File: config.mk
export PLATFORM = sky130hd
export DESIGN_NAME = bt_host_irq
export DESIGN_NICKNAME = d
export VERILOG_FILES = /design/src/rtl/bti_pkg.sv /design/src/rtl/bti_host_wr.sv /design/src/rtl/bti_side_evt.sv /design/src/rtl/bt_host_irq.sv
export SDC_FILE = /design/constraint.sdc
export NUM_CORES = 1
export LEC_CHECK = 0
export ABC_CLOCK_PERIOD_IN_PS = 2500
export CAP_MARGIN = 20
export CORE_AREA = 3 3 40 42
export DETAILED_ROUTE_END_ITERATION = 10
export DIE_AREA = 0 0 43 45
export SLEW_MARGIN = 30
export SYNTH_ARGS = -nofsm -noshare
export SYNTH_HDL_FRONTEND = slang
export SYNTH_SLANG_ARGS = --single-unit
export TNS_END_PERCENT = 5
File: constraint.sdc
create_clock -name clk -period 2.5 [get_ports clk]
set_input_delay 0.25 -clock clk [delete_from_list [all_inputs] [get_ports clk]]
set_output_delay 0.25 -clock clk [all_outputs]
set_load 0.01 [all_outputs]
File: src/rtl/bti_pkg.sv
package bti_pkg;
  localparam int EN_POS   = 0;
  localparam int PEND_POS = 1;

  typedef struct packed {
    logic pend;
    logic en;
  } bti_mask_t;
endpackage

File: src/rtl/bti_host_wr.sv
module bti_host_wr
  import bti_pkg::*;
(
  input  bti_mask_t cur,
  input  logic [1:0] wbits,
  input  logic       atn_any,
  output bti_mask_t  nxt
);
  bti_mask_t mid;

  always_comb begin
    mid = cur;
    if (wbits[EN_POS] != cur.en) begin
      if (wbits[EN_POS]) begin
        if (atn_any) mid.pend = 1'b1;
        mid.en = 1'b1;
      end else begin
        mid.pend = 1'b0;
        mid.en   = 1'b0;
      end
    end
    nxt = mid;
    // acknowledge is judged against the pending bit after the enable step
    if (wbits[PEND_POS] && mid.pend) nxt.pend = 1'b0;
  end
endmodule

File: src/rtl/bti_side_evt.sv
module bti_side_evt
  import bti_pkg::*;
(
  input  bti_mask_t cur,
  input  logic      rsp_done,
  input  logic      sms_set,
  input  logic      sms_raise,
  input  logic      sms_clr,
  input  logic      irq_use,
  input  logic      irq_allow,
  input  logic      b2h_atn,
  input  logic      sms_atn,
  output logic      hit,
  output bti_mask_t nxt
);
  logic gate;
  assign gate = irq_use && irq_allow;

  always_comb begin
    nxt = cur;
    hit = rsp_done || sms_set || sms_clr;
    if (rsp_done) begin
      if (gate && cur.en && !cur.pend) nxt.pend = 1'b1;
    end else if (sms_set) begin
      if (!sms_atn && sms_raise && gate && !b2h_atn && cur.en)
        nxt.pend = 1'b1;
    end else if (sms_clr) begin
      if (sms_atn && !b2h_atn) nxt.pend = 1'b0;
    end
  end
endmodule

File: src/rtl/bt_host_irq.sv
module bt_host_irq
  import bti_pkg::*;
#(
  parameter int DATA_W = 8
) (
  input  logic              clk,
  input  logic              rst_n,
  input  logic              host_wr,
  input  logic [DATA_W-1:0] host_wdata,
  input  logic              rsp_done,
  input  logic              sms_set,
  input  logic              sms_raise,
  input  logic              sms_clr,
  input  logic              rst_req,
  input  logic              rst_cold,
  input  logic              irq_allow,
  input  logic              irq_use,
  input  logic              b2h_atn,
  input  logic              sms_atn,
  output logic              irq,
  output logic [DATA_W-1:0] mask_rd
);
  localparam int PAD_W = DATA_W - 2;

  bti_mask_t mask_q, wr_nxt, side_nxt, mask_d;
  logic      side_hit;
  logic      unused_wdata_hi;

  assign unused_wdata_hi = ^host_wdata[DATA_W-1:2];

  bti_host_wr u_wr (
    .cur     (mask_q),
    .wbits   (host_wdata[1:0]),
    .atn_any (b2h_atn || sms_atn),
    .nxt     (wr_nxt)
  );

  bti_side_evt u_side (
    .cur       (mask_q),
    .rsp_done  (rsp_done),
    .sms_set   (sms_set),
    .sms_raise (sms_raise),
    .sms_clr   (sms_clr),
    .irq_use   (irq_use),
    .irq_allow (irq_allow),
    .b2h_atn   (b2h_atn),
    .sms_atn   (sms_atn),
    .hit       (side_hit),
    .nxt       (side_nxt)
  );

  always_comb begin
    mask_d = mask_q;
    if (rst_req) begin
      if (rst_cold) mask_d = '0;
    end else if (host_wr) begin
      mask_d = wr_nxt;
    end else if (side_hit) begin
      mask_d = side_nxt;
    end
  end

  always_ff @(posedge clk or negedge rst_n) begin
    if (!rst_n) mask_q <= '0;
    else        mask_q <= mask_d;
  end

  assign irq     = mask_q.pend;
  assign mask_rd = {{PAD_W{1'b0}}, mask_q.pend, mask_q.en};
endmodule

# Word level (Yosys, flattened, before mapping)
# Index checks and enable logic that the tools add are counted.
[op_classes]
reduce_logical = 22
eq_ne = 4
mux = 14
[op_table]
columns = ["op", "n"]
rows = [
  ["$mux W2", 6],
  ["$reduce_bool A5 Y1", 2],
  ["$logic_and A1 B1 Y1", 9],
  ["$mux W1", 8],
  ["$reduce_and A6 Y1", 1],
  ["$ne A5 B3 Y1 const B", 1],
  ["$ne A4 B2 Y1 const B", 1],
  ["$reduce_bool A2 Y1", 2],
  ["$logic_not A1 Y1", 3],
  ["$logic_or A1 B1 Y1", 3],
  ["$reduce_and A3 Y1", 1],
  ["$reduce_bool A3 Y1", 1],
  ["$ne A2 B1 Y1 const B", 1],
  ["$ne A1 B1 Y1", 1],
]
[totals]
regBits = 2
input_bits = 21
output_inout_bits = 9

# Depth between registers and ports, before layout
[logic_depth]
ltp_word = 11
ltp_mapped = 6
depth_no_buf = 6

# By module
# A second synthesis with hierarchy kept.
[hier_totals]
cells_unflattened = 38
area_unflattened_um2 = 295.3
[by_module_without_submodules]
columns = ["module", "seq_area_each_um2", "cells_each", "area_each_um2", "n_inst"]
rows = [
  ["bt_host_irq", 50.0, 22, 180.2, 1],
  ["bti_host_wr", 0.0, 8, 61.3, 1],
  ["bti_side_evt", 0.0, 8, 53.8, 1],
]

# Worst setup path after synthesis
# OpenSTA, ideal clock, no wires.
[synth_path]
path_type = "reg-to-reg"
from = "register mask_q (netlist bit mask_rd[0])"
to = "register mask_q (netlist bit irq)"
arrival_ns = 1.310
slack_ns = 1.064
stages_incl_launch_ff = 5
path_buffers = 0
synth_period_minus_slack_ns = 1.436
required_ns = 2.374
path_cell_list = "dfrtp_1 inv_1 ha_1 o221a_2 o32a_1"
[synth_between]
elab_chain_cells = 6
elab_cells_between_ends = 12
[synth_rtl]
columns = ["item", "line", "source"]
rows = [
  ["start: declaration", "bt_host_irq.sv:25", "bti_mask_t mask_q, wr_nxt, side_nxt, mask_d;"],
  ["start signal: assignment", "bt_host_irq.sv:65", "else mask_q <= mask_d;"],
  ["$ne A1 B1 Y1", "bti_host_wr.sv:13", "if (wbits[EN_POS] != cur.en) begin"],
  ["$mux W2", "bti_host_wr.sv:13", ""],
  ["$logic_and A1 B1 Y1", "bti_host_wr.sv:24", "if (wbits[PEND_POS] && mid.pend) nxt.pend = 1'b0;"],
  ["$mux W1", "bti_host_wr.sv:24", ""],
  ["$mux W2", "bt_host_irq.sv:56", "end else if (host_wr) begin"],
  ["$mux W2", "bt_host_irq.sv:54", "if (rst_req) begin"],
]
# Several ways; a longest one is shown, not always the timed one. The select of a mux whose other input is x is not followed.
# A chain may end at the register's enable or synchronous reset.

# Worst setup path in the final report
[layout_path]
from = "input port host_wdata[0]"
to = "register mask_q (netlist bit irq)"
[layout_between]
elab_chain_cells = 6
elab_cells_between_ends = 7
[layout_rtl]
columns = ["item", "line", "source"]
rows = [
  ["start: declaration", "bt_host_irq.sv:9", "input logic [DATA_W-1:0] host_wdata,"],
  ["$mux W2 / $ne A1 B1 Y1 (equally long branches)", "bti_host_wr.sv:14, bti_host_wr.sv:13", ""],
  ["$mux W2 *", "bti_host_wr.sv:13", ""],
  ["$logic_and A1 B1 Y1", "bti_host_wr.sv:24", ""],
  ["$mux W1 *", "bti_host_wr.sv:24", ""],
  ["$mux W2 *", "bt_host_irq.sv:56", ""],
  ["$mux W2 *", "bt_host_irq.sv:54", ""],
]
# Mark *: on every way between the ends. The rest lies on a longest branch, timed or not. The select of a mux whose other input is x is not followed.

==> metrics.csv <==
metric;value;unit
initial antenna violation count;0;
drt wl/cell;11.1;um
RSZ-0062 raised after global routing;no;
Max Clock Skew;0.813;ps
share of cells above drive strength 1;8.00;%
Nets;74;
area of the multi-input gates;151;um2
gr usage total;8.33;%
vias;275;
post-layout util;33.0;%
PortBufs;17;
Die Ht;45;um
Synth Instances;32;
P&R area growth vs syn;72.1;%
Lkg Pwr;0.174;nW
total power;0.182;mW
Synth top area share;21.3;%
min-delay worst type;in2async;
register area;50.0;um2
min Tclk post-route;1510;ps
DRC Markers;0;
Setup TNS Final;0;ps
largest net degree at the start of global routing;7;
pre-CTS WS;750;ps
PnR worst setup slack;992;ps
Final setup viols;0;
Area after DPL;402;um2
Clock Sinks;2;
most frequent cells in the layout;clkdlybuf4s50_1, conb_1, nor2_1;
Critical Path Fanout Max;3;
final hold violation count;0;
worst path arrival time;1610;ps
Inserted Clock Buffers;3;
PwrDens;430;nW/um2
fin cells;65;
CTS resizes;0;
1st-pass router iterations;2;
wirelength, routed;720;um
Syn Area/Cell;7.70;um2
DRT iter0 DRCs;3;
commonest non-fill, non-tap cell in the layout;clkdlybuf4s50_1;
die area;1940;um2
clk_lat worst skew;220;ps
# hold bufs at CTS;0;
synthesis warning total;0;
status;completed;
std cell rows;13;
core area;1280;um2
gpl congestion;0.752;
synthesized flop and latch total;2;
WHS;187;ps
vias in the first global route;250;
period utilization;60.3;%
VDD IR-drop max;0.168;mV
CTS tree;built;
number of vias per cell;4.23;
Post-Syn Area;246;um2
fill cell count;139;
H-tree depth;1;
pins over their slew limit;0;
first-pass GRT wire length;1060;um
Required @ worst endpoint;2600;ps
ranking of synthesized cells by area;buf_4, dfrtp_1, nor2_1;
Setup Fix Bufs, Post-CTS;0;
critical path class;in2reg;
max cap viols;0;
Chip Width;43;um
Initial Util;19.2;%
post-synthesis sequential area ratio;20.3;%
Achievable Freq;0.663;GHz
total placed cells including tap cells;62;
post-route ant nets;0;
Worst-path clk slew;30;ps
final instance area;424;um2
cell accounting for the most synthesized area;buf_4;
total grt overflow;0;
clock tree buffer depth;2;
unique cell type count in the Yosys netlist;19;
IO Pins;30;
Critical Path Source Type;input pin;
Root Buffer;clkbuf_4;
Ant. Diodes;0;
crit path capture type;register;
-- synth_stat cells, drive strengths merged --
library cell,count
o22ai,1
nor4b,1
nor3b,1
nand2,1
a32o,1
nor2,4
conb,1
a31oi,1
nand3b,1
dfrtp,2
buf,7
inv,3
o221a,1
o32a,1
ha,1
o2111ai,1
a21oi,2
nor2b,1
nor3,1
-- worst paths after layout --
kind	from	to	slack [ps]	depth (start not counted)
setup reg to reg	mask_rd[0]	irq	1030	5
hold reg to reg	irq	irq	590	1
setup / recovery	host_wdata[0]	irq	990	4
max in group asynchronous	rst_n	irq	2200	1
min in group clk	irq	irq	590	1
hold / removal	rst_n	mask_rd[0]	190	1
-- cells by family (layout without fill, tap and decap cells) --
group	count (synthesis)	in the layout	synth area share [%]
compound gates	8	8	25.4
fa+ha+maj	1	1	5.08
buf+inv	10	23	25.9
flops	2	2	20.3
other cells	1	6	1.52
simple gates	10	10	21.8
-- routing by layer --
metal | track usage, % | part of all wire [%] | up-vias | wire length [um]
met1 | 8.45 | 43 | 119 | 312
li1 | - | - | 140 | -
met5 | 0 | 0 | - | 0
met4 | 10.8 | 1.4 | 0 | 10
met3 | 3.59 | 9.2 | 2 | 66
met2 | 11.4 | 46 | 14 | 330
-- state kept, by name, summed over array words and instances (netlist names) --
name / cells
mask_rd: 1
irq: 1
-- critical path: stages --
cell,delay [ps]
clkdlybuf4s50_1,430
ha_1,340
o221a_2,300
o32a_1,290
-- where the power goes --
| part | total [mW] | leakage (nW) | switching (mW) | internal, mW |
|---|---|---|---|---|
| combinational | 0.0696 | 0.134 | 0.0281 | 0.0415 |
| clock | 0.0715 | 0.0138 | 0.0185 | 0.0530 |
| sequential | 0.0413 | 0.0260 | 0.00467 | 0.0367 |
-- final cells by class --
class,count,area share [%]
sequential,2,11.8
clock buffer,3,5.31
multi-input combinational,25,35.7
timing repair buffer,17,40.1
inverter,3,2.65
tap,15,4.42
Note: power is estimated with default switching activity, not from simulation.
